==> config.mk <==
export PLATFORM = sky130hd
export DESIGN_NAME = vid_regport
export DESIGN_NICKNAME = d
export VERILOG_FILES = /design/src/rtl/vid_regs_pkg.sv /design/src/rtl/vid_flag_unit.sv /design/src/rtl/vid_addr_unit.sv /design/src/rtl/vid_pal_ram.sv /design/src/rtl/vid_regport.sv
export SDC_FILE = /design/constraint.sdc
export NUM_CORES = 1
export LEC_CHECK = 0
export ABC_AREA = 1
export BUFFER_PORTS_ARGS = -buffer_cell sky130_fd_sc_hd__buf_2
export CAP_MARGIN = 20
export CORE_AREA = 2 2 262 264
export DETAILED_ROUTE_END_ITERATION = 8
export DIE_AREA = 0 0 264 266
export GPL_ROUTABILITY_DRIVEN = 1
export PLACE_DENSITY = 0.42
export SETUP_SLACK_MARGIN = 0.4
export SKIP_CTS_REPAIR_TIMING = 1
export SLEW_MARGIN = 20
export SYNTH_ARGS = -nofsm -noshare
export SYNTH_HDL_FRONTEND = slang
export SYNTH_SLANG_ARGS = --single-unit
export TNS_END_PERCENT = 1
==> constraint.sdc <==
create_clock -name clk -period 9.8 [get_ports clk]
set_input_delay 1.96 -clock clk [delete_from_list [all_inputs] [get_ports clk]]
set_output_delay 1.96 -clock clk [all_outputs]
set_load 0.02 [all_outputs]
==> src/rtl/vid_regs_pkg.sv <==
package vid_regs_pkg;

  typedef enum logic [2:0] {
    REG_CTL  = 3'd0,
    REG_MASK = 3'd1,
    REG_STAT = 3'd2,
    REG_SPTR = 3'd3,
    REG_SDAT = 3'd4,
    REG_SCRL = 3'd5,
    REG_VPTR = 3'd6,
    REG_VDAT = 3'd7
  } reg_sel_e;

  typedef enum logic [1:0] {
    RGN_PAT = 2'd0,
    RGN_NT  = 2'd1,
    RGN_PAL = 2'd2
  } vregion_e;

  localparam int CTL_STEP_BIT = 2;
  localparam int CTL_SPR_BIT  = 3;
  localparam int CTL_BG_BIT   = 4;
  localparam int CTL_NMI_BIT  = 7;

  // Pattern space below 0x2000, colour table at 0x3F00 and above,
  // name memory in between.
  function automatic vregion_e classify(input logic [13:0] a);
    if (!a[13])               return RGN_PAT;
    else if (a[13:8] == 6'h3F) return RGN_PAL;
    else                       return RGN_NT;
  endfunction

endpackage

==> src/rtl/vid_flag_unit.sv <==
module vid_flag_unit (
  input  logic clk,
  input  logic rst_n,
  input  logic ev_vbl_set,
  input  logic ev_hit_set,
  input  logic ev_ovf_set,
  input  logic ev_clr_all,
  input  logic stat_rd,
  output logic vbl,
  output logic hit,
  output logic ovf
);

  logic vbl_q, hit_q, ovf_q;
  logic vbl_d, hit_d, ovf_d;
  logic flag_en;

  // clears first, then sets, so a set pulse always wins
  always_comb begin
    vbl_d = vbl_q;
    hit_d = hit_q;
    ovf_d = ovf_q;
    if (ev_clr_all || stat_rd) vbl_d = 1'b0;
    if (ev_clr_all) begin
      hit_d = 1'b0;
      ovf_d = 1'b0;
    end
    if (ev_vbl_set) vbl_d = 1'b1;
    if (ev_hit_set) hit_d = 1'b1;
    if (ev_ovf_set) ovf_d = 1'b1;
  end

  assign flag_en = ev_vbl_set | ev_hit_set | ev_ovf_set | ev_clr_all | stat_rd;

  always_ff @(posedge clk or negedge rst_n) begin
    if (!rst_n) begin
      vbl_q <= 1'b0;
      hit_q <= 1'b0;
      ovf_q <= 1'b0;
    end else if (flag_en) begin
      vbl_q <= vbl_d;
      hit_q <= hit_d;
      ovf_q <= ovf_d;
    end
  end

  assign vbl = vbl_q;
  assign hit = hit_q;
  assign ovf = ovf_q;


  status_clr_chk: assert property (@(posedge clk) disable iff (!rst_n)
    (stat_rd && !ev_vbl_set) |=> !vbl_q);


  frame_clr_chk: assert property (@(posedge clk) disable iff (!rst_n)
    (ev_clr_all && !ev_hit_set) |=> !hit_q);

endmodule

==> src/rtl/vid_addr_unit.sv <==
module vid_addr_unit #(
  parameter int AW         = 14,
  parameter int STEP_WIDE  = 32
) (
  input  logic          clk,
  input  logic          rst_n,
  input  logic          wr_scroll,
  input  logic          wr_ptr,
  input  logic          data_acc,
  input  logic          step_wide,
  input  logic          toggle_clr,
  input  logic [7:0]    wdata,
  output logic [AW-1:0] vaddr,
  output logic [7:0]    scroll_x,
  output logic [7:0]    scroll_y
);

  localparam int HI_W = AW - 8;

  logic            tog_q, tog_d;
  logic [HI_W-1:0] hi_q, hi_d;
  logic [AW-1:0]   va_q, va_d, step_v;
  logic [7:0]      sx_q, sx_d, sy_q, sy_d;
  logic            tog_en, hi_en, va_en, sx_en, sy_en;

  assign step_v = step_wide ? AW'(STEP_WIDE) : AW'(1);

  always_comb begin
    tog_d = tog_q;
    if (toggle_clr)             tog_d = 1'b0;
    else if (wr_scroll || wr_ptr) tog_d = ~tog_q;

    hi_d = wdata[HI_W-1:0];
    sx_d = wdata;
    sy_d = wdata;

    if (wr_ptr && tog_q) va_d = {hi_q, wdata};
    else                 va_d = va_q + step_v;
  end

  assign tog_en = toggle_clr | wr_scroll | wr_ptr;
  assign hi_en  = wr_ptr & ~tog_q;
  assign va_en  = (wr_ptr & tog_q) | data_acc;
  assign sx_en  = wr_scroll & ~tog_q;
  assign sy_en  = wr_scroll & tog_q;

  always_ff @(posedge clk or negedge rst_n) begin
    if (!rst_n) begin
      tog_q <= 1'b0;
      hi_q  <= '0;
      va_q  <= '0;
      sx_q  <= '0;
      sy_q  <= '0;
    end else begin
      if (tog_en) tog_q <= tog_d;
      if (hi_en)  hi_q  <= hi_d;
      if (va_en)  va_q  <= va_d;
      if (sx_en)  sx_q  <= sx_d;
      if (sy_en)  sy_q  <= sy_d;
    end
  end

  assign vaddr    = va_q;
  assign scroll_x = sx_q;
  assign scroll_y = sy_q;


  ptr_step_chk: assert property (@(posedge clk) disable iff (!rst_n)
    data_acc |=> (va_q == $past(va_q) + $past(step_v)));


  ptr_hold_chk: assert property (@(posedge clk) disable iff (!rst_n)
    (wr_ptr && !tog_q && !data_acc) |=> $stable(va_q));

endmodule

==> src/rtl/vid_pal_ram.sv <==
module vid_pal_ram #(
  parameter int DEPTH = 32
) (
  input  logic                     clk,
  input  logic                     rst_n,
  input  logic                     we,
  input  logic [$clog2(DEPTH)-1:0] idx,
  input  logic [7:0]               wdata,
  output logic [7:0]               rdata
);

  logic [7:0] ent_q [DEPTH];

  for (genvar g = 0; g < DEPTH; g++) begin : g_ent
    logic ent_en;
    assign ent_en = we && (idx == g);
    always_ff @(posedge clk or negedge rst_n) begin
      if (!rst_n)      ent_q[g] <= 8'h00;
      else if (ent_en) ent_q[g] <= wdata;
    end
  end

  assign rdata = ent_q[idx];

endmodule

==> src/rtl/vid_regport.sv <==
module vid_regport #(
  parameter int          AW           = 14,
  parameter int          NT_BYTES     = 2048,
  parameter int          PAL_DEPTH    = 32,
  parameter int          SPR_AW       = 8,
  parameter int          STEP_WIDE    = 32,
  parameter bit          MIRROR_HORIZ = 1'b0,
  parameter logic [15:0] REG_BASE     = 16'h2000
) (
  input  logic                        clk,
  input  logic                        rst_n,
  input  logic [15:0]                 cpu_addr,
  input  logic [7:0]                  cpu_wdata,
  input  logic                        cpu_rd,
  input  logic                        cpu_wr,
  output logic [7:0]                  cpu_rdata,
  input  logic                        ev_vblank_start,
  input  logic                        ev_sprite0_hit,
  input  logic                        ev_sprite_overflow,
  input  logic                        ev_frame_end,
  output logic [$clog2(NT_BYTES)-1:0] nt_addr,
  output logic                        nt_we,
  output logic [7:0]                  nt_wdata,
  input  logic [7:0]                  nt_rdata,
  output logic [SPR_AW-1:0]           spr_addr,
  output logic                        spr_we,
  output logic [7:0]                  spr_wdata,
  input  logic [7:0]                  spr_rdata,
  output logic [AW-1:0]               vram_addr,
  output logic [1:0]                  cfg_nt_base,
  output logic                        cfg_spr_table,
  output logic                        cfg_bg_table,
  output logic [7:0]                  cfg_mask,
  output logic [7:0]                  scroll_x,
  output logic [7:0]                  scroll_y,
  output logic                        nmi_req
);
  import vid_regs_pkg::*;

  localparam int NT_AW   = $clog2(NT_BYTES);
  localparam int PAL_IW  = $clog2(PAL_DEPTH);
  localparam int PAGE_B  = MIRROR_HORIZ ? NT_AW : NT_AW - 1;

  // reset: asynchronous assert, synchronous release
  logic rs1_q, rs2_q, rst_i_n;
  always_ff @(posedge clk or negedge rst_n) begin
    if (!rst_n) begin
      rs1_q <= 1'b0;
      rs2_q <= 1'b0;
    end else begin
      rs1_q <= 1'b1;
      rs2_q <= rs1_q;
    end
  end
  assign rst_i_n = rs2_q;

  // decode
  logic     in_win, wr_hit, rd_hit;
  reg_sel_e sel;
  logic     wr_ctl, wr_mask, wr_sptr, wr_sdat, wr_scrl, wr_vptr;
  logic     stat_rd, data_acc, data_wr;
  logic [AW-1:0] vaddr;
  vregion_e region;
  logic     pal_we;
  logic [7:0] pal_rdata;

  assign in_win   = (cpu_addr[15:3] == REG_BASE[15:3]);
  assign sel      = reg_sel_e'(cpu_addr[2:0]);
  assign wr_hit   = cpu_wr & in_win;
  assign rd_hit   = cpu_rd & in_win;
  assign wr_ctl   = wr_hit & (sel == REG_CTL);
  assign wr_mask  = wr_hit & (sel == REG_MASK);
  assign wr_sptr  = wr_hit & (sel == REG_SPTR);
  assign wr_sdat  = wr_hit & (sel == REG_SDAT);
  assign wr_scrl  = wr_hit & (sel == REG_SCRL);
  assign wr_vptr  = wr_hit & (sel == REG_VPTR);
  assign data_wr  = wr_hit & (sel == REG_VDAT);
  assign data_acc = (wr_hit | rd_hit) & (sel == REG_VDAT);
  assign stat_rd  = rd_hit & (sel == REG_STAT);

  // control, mask and sprite pointer registers
  logic [7:0]        ctl_q, mask_q;
  logic [SPR_AW-1:0] sptr_q, sptr_d;
  logic              sptr_en;

  always_comb begin
    if (wr_sptr) sptr_d = cpu_wdata[SPR_AW-1:0];
    else         sptr_d = sptr_q + 1'b1;
  end
  assign sptr_en = wr_sptr | wr_sdat;

  always_ff @(posedge clk or negedge rst_i_n) begin
    if (!rst_i_n) begin
      ctl_q  <= 8'h00;
      mask_q <= 8'h00;
      sptr_q <= '0;
    end else begin
      if (wr_ctl)  ctl_q  <= cpu_wdata;
      if (wr_mask) mask_q <= cpu_wdata;
      if (sptr_en) sptr_q <= sptr_d;
    end
  end

  // pointer, toggle and scroll
  vid_addr_unit #(.AW(AW), .STEP_WIDE(STEP_WIDE)) u_addr (
    .clk        (clk),
    .rst_n      (rst_i_n),
    .wr_scroll  (wr_scrl),
    .wr_ptr     (wr_vptr),
    .data_acc   (data_acc),
    .step_wide  (ctl_q[CTL_STEP_BIT]),
    .toggle_clr (stat_rd),
    .wdata      (cpu_wdata),
    .vaddr      (vaddr),
    .scroll_x   (scroll_x),
    .scroll_y   (scroll_y)
  );

  // status flags
  logic vbl, hit, ovf;
  vid_flag_unit u_flags (
    .clk        (clk),
    .rst_n      (rst_i_n),
    .ev_vbl_set (ev_vblank_start),
    .ev_hit_set (ev_sprite0_hit),
    .ev_ovf_set (ev_sprite_overflow),
    .ev_clr_all (ev_frame_end),
    .stat_rd    (stat_rd),
    .vbl        (vbl),
    .hit        (hit),
    .ovf        (ovf)
  );

  // video memory routing
  assign region = classify(vaddr);
  assign nt_we  = data_wr & (region == RGN_NT);
  assign pal_we = data_wr & (region == RGN_PAL);
  assign nt_addr  = {vaddr[PAGE_B], vaddr[NT_AW-2:0]};
  assign nt_wdata = cpu_wdata;

  vid_pal_ram #(.DEPTH(PAL_DEPTH)) u_pal (
    .clk   (clk),
    .rst_n (rst_i_n),
    .we    (pal_we),
    .idx   (vaddr[PAL_IW-1:0]),
    .wdata (cpu_wdata),
    .rdata (pal_rdata)
  );

  // read mux
  always_comb begin
    cpu_rdata = 8'h00;
    if (rd_hit) begin
      case (sel)
        REG_STAT: cpu_rdata = {vbl, hit, ovf, 5'b00000};
        REG_SDAT: cpu_rdata = spr_rdata;
        REG_VDAT: begin
          case (region)
            RGN_NT:  cpu_rdata = nt_rdata;
            RGN_PAL: cpu_rdata = pal_rdata;
            default: cpu_rdata = 8'h00;
          endcase
        end
        default:  cpu_rdata = 8'h00;
      endcase
    end
  end

  assign spr_addr      = sptr_q;
  assign spr_we        = wr_sdat;
  assign spr_wdata     = cpu_wdata;
  assign vram_addr     = vaddr;
  assign cfg_nt_base   = ctl_q[1:0];
  assign cfg_spr_table = ctl_q[CTL_SPR_BIT];
  assign cfg_bg_table  = ctl_q[CTL_BG_BIT];
  assign cfg_mask      = mask_q;
  assign nmi_req       = vbl & ctl_q[CTL_NMI_BIT];


  nmi_cause_chk: assert property (@(posedge clk) disable iff (!rst_i_n)
    $rose(nmi_req) |-> $past(ev_vblank_start || wr_ctl));


  pat_quiet_chk: assert property (@(posedge clk) disable iff (!rst_i_n)
    (vram_addr < 14'h2000) |-> (!nt_we && !pal_we));


  spr_step_chk: assert property (@(posedge clk) disable iff (!rst_i_n)
    spr_we |=> (spr_addr == $past(spr_addr) + 1'b1));

endmodule

==> metrics.yaml <==
placement:
  detailedPlace.worstSlack_ps: 4186
  place.gp.congestion: 0.8185
  port_buffers: 135
  hpwl_mm: 36.46
  placed_cells: 3211
  dpl_cell_area_um2: 17860
finish:
  final_layout_size_suffix_gt1_share_pct: 11.25
  antenna_cell_count: 0
  fillcell_total: 7457
  design.final.nets: 2424
  finish.utilization_pct: 28.39
  final_area_um2: 19230
  post_layout_nonfiller_instances: 3283
  flow.area_growth_from_synthesis_pct: 14.69
floorplan:
  initial_utilization_pct: 24.75
  placement_rows: 96
  core-area_um2: 67750
  chip_width_um: 264
  die_h_um: 266
  ios: 136
  die_area_um2: 70220
synth:
  ys_ff_latch: 320
  mappedNetlistNets: 2371
  post_synth_inst_count: 2319
  mappedNetlistArea_um2: 16770
  yosys_warnings: 0
  synth-async-reset-ratio_pct: 100.0
  yosys-top-cells-area: "sky130_fd_sc_hd__dfrtp_1, sky130_fd_sc_hd__nand2_1, sky130_fd_sc_hd__nand3_1, sky130_fd_sc_hd__nor2_1, sky130_fd_sc_hd__buf_6"
  most_common_flop_cell_mapped_by_yosys: "sky130_fd_sc_hd__dfrtp_1"
  synth_commonest_cells: "sky130_fd_sc_hd__nand2_1, sky130_fd_sc_hd__nand3_1, sky130_fd_sc_hd__dfrtp_1"
  netlist-cell-type-count: 35
  synth_top_area_share_pct: 47.76
  seq_area_frac_synth_pct: 47.76
  synth_top_cell_by_area: "sky130_fd_sc_hd__dfrtp_1"
  edff_count_synth: 0
  synth_most_common_cell: "sky130_fd_sc_hd__nand2_1"
  syn-mean-instance-area_um2: 7.230
timing:
  number_of_pins_with_negative_max_slew_slack_in_the_final_report: 0
  timing.final.setup_violations: 0
  worstMarginPinSlew_ps: 959.3
  timing.final.crit_share_pct: 59.67
  clock-skew-final_ps: 30.78
  fin_hold_ws_ps: 359.6
  tns_ps: 0
  final-hold-violation-count: 0
  achievable-frequency_ghz: 0.1710
  maxSlewHeadroom_pct: 35.50
  finalWorstPathRequiredPeriod_ps: 5847
  grt_setup_unrepaired: "false"
  post-route-worst-setup-slack_ps: 3953
clock_tree:
  clock_sink_count: 320
  tritoncts: "yes"
  clock_tree.root_cell: "sky130_fd_sc_hd__clkbuf_16"
  tritoncts.num_buffers: 41
  clk_transition_reported_paths_ps: 60
  insertion_delay_ps: 590
  clock_tree.buffer_depth: 3
  cts_h_tree_depth: 2
min_path:
  hold_path.startpoint: "rs1_q$_DFF_PN0_"
  type_of_the_most_critical_hold_path: "reg2reg"
global_routing:
  globalRouteOverflowTotal: 0
  antenna_found_initial: 0
  number_of_global_route_vias_before_repair: 14910
  grt_first_pass_wirelength_mm: 90.22
  grt_util_all_layers_pct: 16.46
  largest_net_degree_at_the_start_of_global_routing: 146
worst_setup_path:
  crit_path_cell_trace: "inv_1, buf_4, nor2_2, buf_4, nand2_1, nand2_1, nor2_1, nor2_1, nor2_1, nand2_1, nand3_1, nand2_1, nand2_1, a21oi_1, buf_2"
  crit_path_top_delay_cell: "sky130_fd_sc_hd__dfrtp_1"
  cp_num_buf_inv: 4
  worst-endpoint-required_ps: 7840
  critPathMaxStageDelay_ps: 760
  startpoint_type: "flop"
  cpLargestDelayFamily: "buffers and inverters"
  endpoint_kind: "primary output"
  cp_common_cell: "sky130_fd_sc_hd__nand2_1"
  worst_reg2reg_path_startpoint: "u_addr.vaddr[9]$_DFFE_PN0P_"
  critical_path.max_fanout: 36
  cp_data_arrival_time_ps: 3890
  criticalPathCategory: "reg2out"
  crit_start: "u_addr.vaddr[1]$_DFFE_PN0P_"
power:
  static_leakage_power_nw: 10.77
  peak_vdd_ir_uv: 102.2
  cellPowerDensity_nw_per_um2: 154.5
  totalPowerFinal_mw: 2.971
drt:
  wirelength_mm: 58.02
  vias_per_inst: 4.616
  post_drt_wl_per_cell_um: 17.67
  postRouteAntennaNets: 0
  routed-via-count: 15150
  route.detailed.drc: 0
  drt-pass1-iter-count: 5
  detail_route.iter0.violations: 1311
run_status:
  status: "finished clean"
run:
  maxCapViolations: 0
==> metal layers <==
metal	wire [µm]	vias to the layer above	GRT usage, %
met5	0	-	0
met4	2024	0	5.928
met1	26290	7327	21.92
met2	27260	316	26.84
met3	2439	107	2.828
li1	-	7403	-
==> worst reg2reg max path, stage by stage, from the launching register on <==
cell and delay, ps:
sky130_fd_sc_hd__dfrtp_1 490, sky130_fd_sc_hd__nand4_1 190, sky130_fd_sc_hd__nor3_1 500, sky130_fd_sc_hd__nor3b_4 370, sky130_fd_sc_hd__buf_12 490, sky130_fd_sc_hd__buf_4 1000, sky130_fd_sc_hd__nand2_2 290, sky130_fd_sc_hd__nand2_1 130
sky130_fd_sc_hd__nand2_1 60
==> placed cells by master, fill, tap and decap left out, types with 2 or more instances in the layout <==
master,n
sky130_fd_sc_hd__nand3_1,345
sky130_fd_sc_hd__nand2_2,12
sky130_fd_sc_hd__nand2_4,20
sky130_fd_sc_hd__dfrtp_1,318
sky130_fd_sc_hd__xor2_1,9
sky130_fd_sc_hd__buf_4,26
sky130_fd_sc_hd__o211ai_1,9
sky130_fd_sc_hd__ha_1,4
sky130_fd_sc_hd__clkbuf_8,8
sky130_fd_sc_hd__nand4_1,2
sky130_fd_sc_hd__clkinv_1,4
sky130_fd_sc_hd__clkbuf_16,42
sky130_fd_sc_hd__clkbuf_1,8
sky130_fd_sc_hd__inv_1,49
sky130_fd_sc_hd__buf_2,135
sky130_fd_sc_hd__or2_2,2
sky130_fd_sc_hd__o21bai_1,2
sky130_fd_sc_hd__a21oi_1,25
sky130_fd_sc_hd__inv_2,2
sky130_fd_sc_hd__nor2_1,105
sky130_fd_sc_hd__nor4_1,3
sky130_fd_sc_hd__bufinv_16,3
sky130_fd_sc_hd__nor3_1,6
sky130_fd_sc_hd__nand2_1,1190
sky130_fd_sc_hd__clkinv_2,8
sky130_fd_sc_hd__o21ai_0,41
sky130_fd_sc_hd__xnor2_1,5
sky130_fd_sc_hd__nor2_2,2
==> power breakdown <==
group          internal (mW)  switching [mW]
combinational         0.0156          0.0733
sequential              1.32         0.00602
clock                  0.927           0.626
total                   2.27           0.705
==> logic make-up after synthesis <==
kind of cell	synth area share, %
other	0.02237
XOR/XNOR	0.7314
buffers and inverters	6.709
flip-flops	47.76
adder cells (fa/ha/maj)	0.2985
AO/OA/AOI/OAI	2.649
AND/OR/NAND/NOR	41.83
==> worst paths after layout <==
check	to	slack (ps)	depth (start not counted)
worst max-delay path	cpu_rdata[7]	3950	15
worst min-delay path	rs2_q$_DFF_PN0_	360	0
worst max register to register	u_pal.ent_q[93]$_DFFE_PN0P_	6150	8
worst min register to register	rs2_q$_DFF_PN0_	360	0
max in group asynchronous	u_pal.ent_q[24]$_DFFE_PN0P_	7350	2
min in group asynchronous	u_addr.scroll_y[4]$_DFFE_PN0P_	440	0
==> registers in the layout, summed over array words and instances (netlist names) <==
signal / flops
u_pal.ent_q: 256
u_addr.vaddr: 14
cfg_mask: 8
spr_addr: 8
u_addr.scroll_x: 8
u_addr.scroll_y: 8
ctl_q: 6
u_addr.hi_q: 6
rs1_q: 1
rs2_q: 1
u_addr.tog_q: 1
u_flags.hit: 1
u_flags.ovf: 1
u_flags.vbl: 1
==> layout make-up <==
class / count / area (µm²) / area share, %
clock buffer: 58 / 1191 / 6.194
clock inverter: 14 / 173.9 / 0.9044
inverter: 55 / 206.4 / 1.074
multi-input combinational: 1791 / 7640 / 39.73
sequential: 320 / 8013 / 41.67
tap: 882 / 1104 / 5.739
timing repair buffer: 163 / 902.1 / 4.691
Note: power is estimated with default switching activity, not from simulation.
